**src/rtl/acc_pkg.sv**
```systemverilog
package acc_pkg;
  typedef enum logic [2:0] {
    STEP_HOLD, STEP_UP1, STEP_UP3, STEP_UP6, STEP_DN1, STEP_DN3, STEP_DN6, STEP_ZERO
  } step_e;

  typedef enum logic [1:0] {OP_INIT, OP_ENTER, OP_ADD, OP_REMOVE} op_e;
  typedef enum logic [1:0] {WSRC_ZERO, WSRC_ID, WSRC_PIN, WSRC_CODE} wsrc_e;
  typedef enum logic [1:0] {KEY_ENTER, KEY_EMPTY, KEY_TARGET} key_e;

  typedef enum logic [3:0] {
    S_IDLE, S_AUTH, S_CLR, S_SREQ, S_SID, S_SPIN, S_SBC,
    S_ICHK, S_EREQ, S_ECHK, S_WID, S_WPIN, S_WBC
  } st_e;

  typedef struct packed {
    step_e step;
    key_e  keySel;
    wsrc_e extSrc;
    logic  extWe;
    logic  intWe;
    logic  intZero;
    logic  intClr;
    logic  cfgLoad;
    logic  reqLoad;
    logic  tmpIdLd;
    logic  tmpPinLd;
    logic  fillWe;
  } ctl_t;

  typedef struct packed {
    logic adminOk;
    logic intHit;
    logic intEnd;
    logic extHit;
    logic extLastRec;
    logic extLastWord;
    logic scanKeep;
    logic fillFull;
  } sts_t;
endpackage

```
**src/rtl/access_ctrl_dp.sv**
```systemverilog
module access_ctrl_dp
  import acc_pkg::*;
#(
  parameter int W        = 6,
  parameter int INT_RECS = 8,
  parameter int EXT_RECS = 16,
  parameter int AW       = 6
) (
  input  logic         clk,
  input  logic         rstN,
  input  ctl_t         ctl,
  input  logic [W-1:0] credId,
  input  logic [W-1:0] credPin,
  input  logic [W-1:0] userId,
  input  logic [W-1:0] userPin,
  input  logic [W-1:0] bldCode,
  input  logic [W-1:0] extRdata,
  output logic [AW-1:0] extAddr,
  output logic [W-1:0] extWdata,
  output sts_t         sts
);
  localparam int INT_WORDS = 2 * INT_RECS;
  localparam int EXT_WORDS = 3 * EXT_RECS;
  localparam int IAW       = $clog2(INT_WORDS);
  localparam int FW        = $clog2(INT_RECS + 1);

  logic [AW-1:0] cnt;
  logic [W-1:0]  rId, rPin, tId, tPin, rCode;
  logic [W-1:0]  adminId, adminPin, code, tmpId, tmpPin;
  logic          adminValid;
  logic [FW-1:0] fillIdx;
  logic [W-1:0]  intMem [INT_WORDS];
  logic [IAW-1:0] intAddr, intNext, fillBase;
  logic          keyMatch;

  assign intAddr  = cnt[IAW-1:0];
  assign intNext  = intAddr + IAW'(1);
  assign fillBase = IAW'(2 * fillIdx);
  assign extAddr  = cnt;

  // shared address counter
  always_ff @(posedge clk) begin
    if (!rstN) cnt <= '0;
    else begin
      case (ctl.step)
        STEP_UP1: cnt <= cnt + AW'(1);
        STEP_UP3: cnt <= cnt + AW'(3);
        STEP_UP6: cnt <= cnt + AW'(6);
        STEP_DN1: cnt <= cnt - AW'(1);
        STEP_DN3: cnt <= cnt - AW'(3);
        STEP_DN6: cnt <= cnt - AW'(6);
        STEP_ZERO: cnt <= '0;
        default: cnt <= cnt;
      endcase
    end
  end

  always_ff @(posedge clk) begin
    if (!rstN) begin
      {rId, rPin, tId, tPin, rCode} <= '0;
      {adminId, adminPin, code, tmpId, tmpPin} <= '0;
      adminValid <= 1'b0;
    end else begin
      if (ctl.reqLoad) begin
        rId <= credId; rPin <= credPin; tId <= userId; tPin <= userPin; rCode <= bldCode;
      end
      if (ctl.cfgLoad) begin
        adminId <= rId; adminPin <= rPin; code <= rCode; adminValid <= 1'b1;
      end
      if (ctl.tmpIdLd)  tmpId  <= extRdata;
      if (ctl.tmpPinLd) tmpPin <= extRdata;
    end
  end

  // cache storage and fill pointer
  always_ff @(posedge clk) begin
    if (!rstN || ctl.intClr) begin
      for (int i = 0; i < INT_WORDS; i++) intMem[i] <= '0;
      fillIdx <= '0;
    end else if (ctl.fillWe) begin
      intMem[fillBase]          <= tmpId;
      intMem[fillBase + IAW'(1)] <= tmpPin;
      fillIdx <= fillIdx + FW'(1);
    end else if (ctl.intWe) begin
      intMem[intAddr] <= ctl.intZero ? '0 : tId;
      intMem[intNext] <= ctl.intZero ? '0 : tPin;
    end
  end

  always_comb begin
    case (ctl.keySel)
      KEY_ENTER: keyMatch = (rId != '0) && (intMem[intAddr] == rId) && (intMem[intNext] == rPin);
      KEY_EMPTY: keyMatch = (intMem[intAddr] == '0);
      default:   keyMatch = (tId != '0) && (intMem[intAddr] == tId);
    endcase
  end

  always_comb begin
    case (ctl.extSrc)
      WSRC_ID:   extWdata = tId;
      WSRC_PIN:  extWdata = tPin;
      WSRC_CODE: extWdata = code;
      default:   extWdata = '0;
    endcase
  end

  assign sts.adminOk     = adminValid && (rId == adminId) && (rPin == adminPin);
  assign sts.intHit      = !intAddr[0] && keyMatch;
  assign sts.intEnd      = (cnt == AW'(INT_WORDS - 1));
  assign sts.extHit      = (ctl.keySel == KEY_EMPTY) ? (extRdata == '0)
                                                     : ((tId != '0) && (extRdata == tId));
  assign sts.extLastRec  = (cnt == AW'(EXT_WORDS));
  assign sts.extLastWord = (cnt == AW'(EXT_WORDS - 1));
  assign sts.scanKeep    = (tmpId != '0) && (extRdata == code);
  assign sts.fillFull    = (fillIdx == FW'(INT_RECS));
endmodule

```
**src/rtl/access_ctrl_ctl.sv**
```systemverilog
module access_ctrl_ctl
  import acc_pkg::*;
(
  input  logic       clk,
  input  logic       rstN,
  input  logic       startReq,
  input  logic [1:0] opSel,
  input  logic       useExt,
  input  logic       clearExt,
  input  sts_t       sts,
  output ctl_t       ctl,
  output logic       busy,
  output logic       grantPulse,
  output logic       denyPulse,
  output logic       fullPulse,
  output logic       donePulse
);
  st_e  st, nxt;
  op_e  opQ;
  logic extQ, clrQ;
  logic pg, pd, pf, pn;

  always_comb begin
    ctl = '0;
    ctl.keySel = (opQ == OP_ENTER) ? KEY_ENTER : (opQ == OP_ADD) ? KEY_EMPTY : KEY_TARGET;
    nxt = st;
    {pg, pd, pf, pn} = '0;
    case (st)
      S_IDLE: if (startReq) begin ctl.reqLoad = 1'b1; ctl.step = STEP_ZERO; nxt = S_AUTH; end
      S_AUTH: begin
        if (opQ == OP_INIT) begin
          ctl.cfgLoad = 1'b1; ctl.intClr = 1'b1; nxt = clrQ ? S_CLR : S_SREQ;
        end else if (opQ == OP_ENTER) begin
          if (sts.adminOk) begin pg = 1'b1; nxt = S_IDLE; end
          else nxt = S_ICHK;
        end else if (!sts.adminOk) begin
          pd = 1'b1; nxt = S_IDLE;
        end else nxt = extQ ? S_EREQ : S_ICHK;
      end
      S_CLR: begin
        ctl.extWe = 1'b1; ctl.extSrc = WSRC_ZERO;
        if (sts.extLastWord) begin ctl.step = STEP_ZERO; nxt = S_SREQ; end
        else ctl.step = STEP_UP1;
      end
      S_SREQ: begin ctl.step = STEP_UP1; nxt = S_SID; end
      S_SID: begin
        if (sts.fillFull) begin pn = 1'b1; nxt = S_IDLE; end
        else begin ctl.tmpIdLd = 1'b1; ctl.step = STEP_UP1; nxt = S_SPIN; end
      end
      S_SPIN: begin ctl.tmpPinLd = 1'b1; ctl.step = STEP_UP1; nxt = S_SBC; end
      S_SBC: begin
        ctl.step = STEP_UP1; ctl.fillWe = sts.scanKeep;
        if (sts.extLastRec) begin pn = 1'b1; nxt = S_IDLE; end
        else nxt = S_SID;
      end
      S_ICHK: begin
        if (sts.intHit) begin
          nxt = S_IDLE;
          if (opQ == OP_ENTER) pg = 1'b1;
          else begin ctl.intWe = 1'b1; ctl.intZero = (opQ == OP_REMOVE); pn = 1'b1; end
        end else if (sts.intEnd) begin
          nxt = S_IDLE;
          if (opQ == OP_ENTER) pd = 1'b1;
          else if (opQ == OP_ADD) pf = 1'b1;
          else pn = 1'b1;
        end else ctl.step = STEP_UP1;
      end
      S_EREQ: begin ctl.step = STEP_UP3; nxt = S_ECHK; end
      S_ECHK: begin
        if (sts.extHit) begin ctl.step = STEP_DN3; nxt = S_WID; end
        else if (sts.extLastRec) begin
          nxt = S_IDLE;
          if (opQ == OP_ADD) pf = 1'b1; else pn = 1'b1;
        end else ctl.step = STEP_UP3;
      end
      S_WID: begin
        ctl.extWe = 1'b1; ctl.step = STEP_UP1;
        if (opQ == OP_ADD) begin ctl.extSrc = WSRC_ID; nxt = S_WPIN; end
        else begin ctl.extSrc = WSRC_ZERO; pn = 1'b1; nxt = S_IDLE; end
      end
      S_WPIN: begin ctl.extWe = 1'b1; ctl.extSrc = WSRC_PIN; ctl.step = STEP_UP1; nxt = S_WBC; end
      S_WBC: begin ctl.extWe = 1'b1; ctl.extSrc = WSRC_CODE; pn = 1'b1; nxt = S_IDLE; end
      default: nxt = S_IDLE;
    endcase
  end

  always_ff @(posedge clk) begin
    if (!rstN) begin
      st <= S_IDLE; opQ <= OP_INIT; extQ <= 1'b0; clrQ <= 1'b0;
      {grantPulse, denyPulse, fullPulse, donePulse} <= '0;
    end else begin
      st <= nxt;
      if (st == S_IDLE && startReq) begin
        opQ <= op_e'(opSel); extQ <= useExt; clrQ <= clearExt;
      end
      {grantPulse, denyPulse, fullPulse, donePulse} <= {pg, pd, pf, pn};
    end
  end

  assign busy = (st != S_IDLE);
endmodule

```
**src/rtl/access_ctrl.sv**
```systemverilog
module access_ctrl
  import acc_pkg::*;
#(
  parameter int W        = 6,
  parameter int INT_RECS = 8,
  parameter int EXT_RECS = 16,
  localparam int AW      = $clog2(3 * EXT_RECS + 7)
) (
  input  logic          clk,
  input  logic          rstN,
  input  logic          startReq,
  input  logic [1:0]    opSel,
  input  logic          useExt,
  input  logic          clearExt,
  input  logic [W-1:0]  credId,
  input  logic [W-1:0]  credPin,
  input  logic [W-1:0]  userId,
  input  logic [W-1:0]  userPin,
  input  logic [W-1:0]  bldCode,
  output logic          busy,
  output logic          grantPulse,
  output logic          denyPulse,
  output logic          fullPulse,
  output logic          donePulse,
  output logic [AW-1:0] extAddr,
  output logic          extWe,
  output logic [W-1:0]  extWdata,
  input  logic [W-1:0]  extRdata
);
  ctl_t ctl;
  sts_t sts;

  access_ctrl_ctl u_ctl (
    .clk, .rstN, .startReq, .opSel, .useExt, .clearExt, .sts, .ctl,
    .busy, .grantPulse, .denyPulse, .fullPulse, .donePulse
  );

  access_ctrl_dp #(.W(W), .INT_RECS(INT_RECS), .EXT_RECS(EXT_RECS), .AW(AW)) u_dp (
    .clk, .rstN, .ctl, .credId, .credPin, .userId, .userPin, .bldCode,
    .extRdata, .extAddr, .extWdata, .sts
  );

  assign extWe = ctl.extWe;
endmodule

```
**config.mk**
```make
export PLATFORM = sky130hd
export DESIGN_NAME = access_ctrl
export DESIGN_NICKNAME = d
export VERILOG_FILES = /design/src/rtl/acc_pkg.sv /design/src/rtl/access_ctrl_dp.sv /design/src/rtl/access_ctrl_ctl.sv /design/src/rtl/access_ctrl.sv
export SDC_FILE = /design/constraint.sdc
export NUM_CORES = 1
export LEC_CHECK = 0
export ABC_AREA = 1
export BUFFER_PORTS_ARGS = -buffer_cell sky130_fd_sc_hd__buf_2
export CAP_MARGIN = 20
export CORE_ASPECT_RATIO = 1.5
export CORE_MARGIN = 2
export CORE_UTILIZATION = 54
export CTS_BUF_LIST = sky130_fd_sc_hd__clkbuf_4 sky130_fd_sc_hd__clkbuf_8
export DETAILED_ROUTE_END_ITERATION = 8
export HOLD_SLACK_MARGIN = 0.06
export PLACE_DENSITY = 0.72
export SYNTH_ARGS = -nofsm -noshare
export SYNTH_HDL_FRONTEND = slang
export SYNTH_HIERARCHICAL = 1
export SYNTH_SLANG_ARGS = --single-unit
```
**constraint.sdc**
```tcl
create_clock -name clk -period 13.1 [get_ports clk]
set_input_delay 1.965 -clock clk [delete_from_list [all_inputs] [get_ports clk]]
set_output_delay 1.965 -clock clk [all_outputs]
set_load 0.02 [all_outputs]
```
# [Word level (Yosys, flattened, before mapping)]
# Memories as Yosys holds them, arrays and structs flattened. A register that Yosys moved wholly into a read port is not among the register bits.
# Index checks and enable logic that the tools add are counted.
[word_totals] ff_bits=83 elab_cells=197 n_memories=1 mem_bits_rw=96
[classes] n_mux=97 eq_ne=41 n_addsub=9 n_reduce_logical=28
[mem_list] memory="u_dp.intMem" words=16 width=6 rd=2 rd_clocked_by_memory_dff=1 write_ports=16 line_no="access_ctrl_dp.sv:32" rtl="logic [W-1:0] intMem [INT_WORDS];"
[ops] cell="2-to-1 mux 4 bit" n=17
[ops] cell="2-to-1 mux 1 bit" n=49
[ops] cell="case mux 4 bit (12 select lines)" n=1
[ops] cell="== test 6 bit" n=7
[ops] cell="case mux 6 bit (7 select lines)" n=1
[ops] cell="2-to-1 mux 6 bit" n=6
[ops] cell="== test 4 bit (second input constant)" n=6
[ops] cell="OR reduction 6 bit" n=4
[ops] cell="2-to-1 mux 3 bit" n=7
[ops] cell="case mux 3 bit (7 select lines)" n=1
[ops] cell="case mux 6 bit (3 select lines)" n=1
[ops] cell="nonzero test 6 bit" n=3
[ops] cell="== test 4 x 3 -> 1 bit (second input constant)" n=4
[ops] cell="2-to-1 mux 2 bit" n=8
[ops] cell="adder 4 x 1 -> 4 bit (second input constant)" n=3
[ops] cell="== test 3 bit (second input constant)" n=4
[ops] cell="== test 6 bit (second input constant)" n=2
[ops] cell="logical NOT 6 bit" n=2
[ops] cell="case mux 3 bit (4 select lines)" n=1
[ops] cell="logical AND 1 bit" n=9
[ops] cell="== test 2 bit (second input constant)" n=4
[ops] cell="== test 4 x 2 -> 1 bit (second input constant)" n=2
[ops] cell="case mux 1 bit (2 select lines)" n=4
[ops] cell="nonzero test 7 bit" n=1
[ops] cell="21 further kinds" n=28

# [Depth between registers and ports, before layout]
[depth] word_depth=14 depth_mapped=32

# [By module]
# The synthesis kept the hierarchy.
[by_module_without_submodules] mod="access_ctrl_dp" cells_per_inst=1348 instances=1 seq_area_each_um2=4384.2 area_per_inst_um2=9960.8
[by_module_without_submodules] mod="access_ctrl_ctl" cells_per_inst=157 instances=1 seq_area_each_um2=240.2 area_per_inst_um2=987.2

# [Least setup slack after synthesis]
# OpenSTA, ideal clock, no wires.
[synth_timing] path_type="reg-to-reg" from="register u_dp.cnt[0] (netlist: u_dp/extAddr[0])" to="memory u_dp.intMem[0][0], enable pin" t_arrival_ps=4510 period_less_slack_ps=4835 path_stages_with_launch=31 n_path_buf=5 path_slack_ps=8265 path_cell_list="dfxtp_1 clkbuf_1 clkinv_1 buf_2 ha_1 clkbuf_1 inv_1 buf_1 o211ai_1 nand3_1 nand3_1 nand3_1 nand2_1 nor2_1 nand2_1 nor2_1 a21oi_1 nor2_1 inv_1 nor2_1 nand2_1 inv_1 inv_1 nor3_4 inv_2 buf_2 o21ai_2 inv_1 nor3_2 nand2_1 nand3_1"
[synth_rtl] element="start, declared" line_no="access_ctrl_dp.sv:27" rtl="logic [AW-1:0] cnt;"
[synth_rtl] element="start signal, assigned" line_no="access_ctrl_dp.sv:46" rtl="STEP_UP1: cnt <= cnt + AW'(1);"
[synth_rtl] element="start signal, assigned" line_no="access_ctrl_dp.sv:47" rtl="STEP_UP3: cnt <= cnt + AW'(3);"
[synth_rtl] element="start signal, assigned" line_no="access_ctrl_dp.sv:48" rtl="STEP_UP6: cnt <= cnt + AW'(6);"
[synth_rtl] element="end, declared" line_no="access_ctrl_dp.sv:32"

==> summary.txt <==
Run status
  • Outcome: completed

Power and ir drop
  • Comb pwr share: 50.3%
  • LEAKAGE: 5.05 nW
  • Clock network power share: 15.4%
  • Final total power: 2.56 mW
  • Pwr per Cell Area: 217 nW/um^2
  • Peak supply drop: 142 uV
  • Net Sw Frac: 48.1%
  • P_int: 1.33 mW
  • Share of power burned in registers: 34.3%
  • Psw: 1.23 mW

Timing
  • Final period util: 49.8%
  • Max_slew headroom: 14.3%
  • Max frequency: 0.153 GHz
  • Final setup vio count: 0
  • Fin. Hold Viols: 0
  • RSZ-0062 raised after global routing: no
  • Setup ws final: 6570 ps
  • Final Max Slew Viols: 0
  • Minimum clock period: 6530 ps
  • Slew @ Worst Pin: 1290 ps
  • Hold slack final: 457 ps
  • Clk_skew: 15.1 ps
  • Setup_tns: 0 ps

Detailed routing
  • Vias/cell: 6.07
  • Initial DRC Count: 1,371
  • Post-DRT Antenna Nets: 0
  • 1st-pass router iterations: 7
  • Vias: 10,900
  • Post-Route WL: 36,700 um
  • # DRC: 0
  • Wire per inst: 20.4 um

Finish
  • Area delta synth->final: 7.90%
  • Nets: 1,585
  • Most common cell after layout, fill and taps aside: nand2_1
  • Most frequent cells in the layout: 332 x nand2_1, 203 x inv_1, 196 x nand3_1
  • Layout cells sized above 1: 8.78%
  • Antenna cells: 0
  • Layout Utilization: 59.5%
  • Post-route cell area: 11,800 um^2
  • Post-Layout Cell Count: 1,797
  • Fillers: 1,973

Global routing
  • First-pass GRT wire length: 56,400 um
  • Vias in the first global route: 10,200
  • Tot GR Track Use: 34.9%
  • Gr ovfl total: 0
  • Pin count of the biggest net entering global routing: 74
  • Initial antenna violation count: 0

Logic synthesis
  • Simple-Gate Fraction of Synth Area: 27.0%
  • Netlist cell types: 46
  • Most used DFF post-synth: edfxtp_1
  • Syn_area_per_cell: 7.27 um^2
  • Area share of xor/xnor cells in the synthesized design: 1.68%
  • Number of synthesized register bits: 183
  • Async SR Flop Fraction: 0%
  • Synth warnings: 6
  • Complex-gate fraction of the synthesized area: 17.1%
  • Post-Synth Adder-Cell Area: 2.19%
  • Post-synthesis mux area share: 0%
  • EDFF count, synth: 96
  • Syn_nets: 1,566
  • Syn Inst Count: 1,505
  • Mapped cell area: 10,900 um^2
  • Largest family of logic cells by synthesized area: simple AND/OR/NAND/NOR gates
  • Sequential-to-total area share from yosys stat: 42.2%

Clock network
  • Reg clk slew, reported paths: 90 ps
  • Clock buffer depth: 2
  • Clk Latency, worst-skew pair: 500 ps
  • CTS tree: yes
  • Number of H-tree levels: 4
  • CTS root buffer: clkbuf_8
  • Setup Fix Bufs, Post-CTS: 0
  • CTS buffer count: 17
  • CTS resizes: 0
  • Post-CTS Hold Fix Bufs: 0
  • Clock sink count: 183

Placed design
  • Dpl ws: 6730 ps
  • Port Buffer Count: 60
  • Placed Area: 11,400 um^2
  • Placer Congestion: 1.03
  • Dpl cells: 1,764
  • Post-detail-place hpwl: 26,400 um

Run
  • Max-Cap Viols: 0

Critical path
  • Crit path max-delay family: simple AND/OR/NAND/NOR gates
  • Critical Path Max Stage Delay: 600 ps
  • Crit end category: register
  • Worst Path Buf+Inv: 9
  • Critical-path top delay cell: inv_1
  • Crit start category: register
  • CP required: 13,280 ps
  • WP data arrival: 6710 ps
  • Kind of critical path: register to register
  • CP max FO: 65
  • Crit-path most repeated cell: nor2_1

Die
  • DIE WIDTH: 120 um
  • Num ports: 61
  • Die area: 21,500 um^2
  • Core area: 19,900 um^2
  • Die height: 178 um
  • # rows: 63
  • Initial Util: 55.1%

Min path
  • Hold Crit Class: register to register
cell usage after synthesis (2+ instances only):
library cell,n,share of area [%]
nor2_4,5,0.51
buf_2,7,0.32
xnor2_1,8,0.64
o21ai_2,2,0.16
o21ai_1,5,0.23
fa_1,2,0.37
clkinv_1,3,0.10
o2111ai_1,3,0.24
xor2_1,13,1.0
nand2_2,4,0.23
nand2_4,3,0.31
inv_2,5,0.17
nor3_2,2,0.18
o221ai_1,4,0.32
nor4_1,5,0.29
nand3b_1,2,0.14
a21oi_1,68,3.1
a2111oi_0,2,0.16
inv_1,203,7.0
ha_1,16,1.8
edfxtp_1,96,26
clkbuf_1,55,1.9
o31ai_1,5,0.34
o21ai_0,95,4.3
nand2_1,332,11
dfxtp_1,87,16
a31oi_1,3,0.17
o211ai_1,25,1.7
a221oi_1,2,0.16
nor3_1,6,0.27
nor2_1,113,3.9
o22ai_1,99,5.7
nand4_1,7,0.40
buf_1,8,0.27
nor2_2,3,0.17
nand3_1,196,9.0
o21bai_1,2,0.14
layout make-up:
class / instances / area, um^2 / share of cell area, %
multi-input combinational: 1039 / 5250 / 44.5
sequential: 183 / 4630 / 39.2
inverter: 212 / 797 / 6.75
timing repair buffer: 71 / 415 / 3.52
tap: 260 / 325 / 2.75
clock buffer: 17 / 234 / 1.98
clock inverter: 15 / 163 / 1.38
power by group through the flow:
stage	clock [mW]	combinational (mW)	sequential, mW
finish	0.394	1.29	0.880
detailed placement	0	1.25	0.890
global route	0.422	1.42	0.895
global placement	0	1.23	0.889
CTS	0.399	1.26	0.877
floorplan	0	0.915	0.852
flip-flops by register name, summed over array words and instances, names as in the netlist, 2 cells and up, named ones only:
name,cells
u_dp/tmpPin,6
u_dp/intMem,96
u_dp/tPin,6
u_ctl/st,4
u_dp/extAddr,6
u_ctl/opQ,2
u_dp/fillIdx,4
u_dp/adminPin,6
u_dp/tId,6
u_dp/tmpId,6
u_dp/adminId,6
u_dp/rCode,6
u_dp/rPin,6
u_dp/code,6
u_dp/rId,6
metal layers:
layer  track usage [%]  vias to the layer above  part of all wire [%]
li1                  -                     5136                     -
met1              39.6                     5011                    36
met2              60.3                      595                    49
met3              4.76                      158                   7.2
met4              24.6                        0                   7.4
met5                 0                        -                     0
worst paths after layout:
kind / start / to / slack [ps] / depth (start not counted)
worst max-delay path: u_dp/extAddr[0] / u_dp/intMem[15][2] / 6570 / 27
worst min-delay path: u_dp/fillIdx[3] / u_dp/fillIdx[3] / 460 / 1
worst max register to register: u_dp/extAddr[0] / u_dp/intMem[15][2] / 6570 / 27
worst min register to register: u_dp/fillIdx[3] / u_dp/fillIdx[3] / 460 / 1
worst register-to-register path, stage by stage (launching register included):
cell and delay (ps):
dfxtp_2 320, buf_4 540, clkinv_1 220, ha_1 330
buf_4 230, inv_1 620, o211ai_1 200, nand3_1 120
nand3_1 120, nand3_1 120, nand2_1 50, nor2_1 100
nand2_1 80, nor2_1 100, a21oi_1 70, nor2_1 260
inv_1 70, nor2_1 160, nand2_1 90, inv_1 90
inv_1 90, nor3_4 460, inv_2 300, nor2_1 240
inv_1 110, nor2_1 520, nand2_1 310, nand3_1 310
logic make-up (layout without fill, tap and decap cells):
| group | after synthesis | count (layout) |
|---|---|---|
| AOI/OAI and AO/OA | 319 | 319 |
| DFF | 183 | 183 |
| adders and majority gates | 18 | 18 |
| buffers and inverters | 283 | 315 |
| and+or+nand+nor | 681 | 681 |
| xor gates and xnor gates | 21 | 21 |
(Power assumes the default switching activity.)
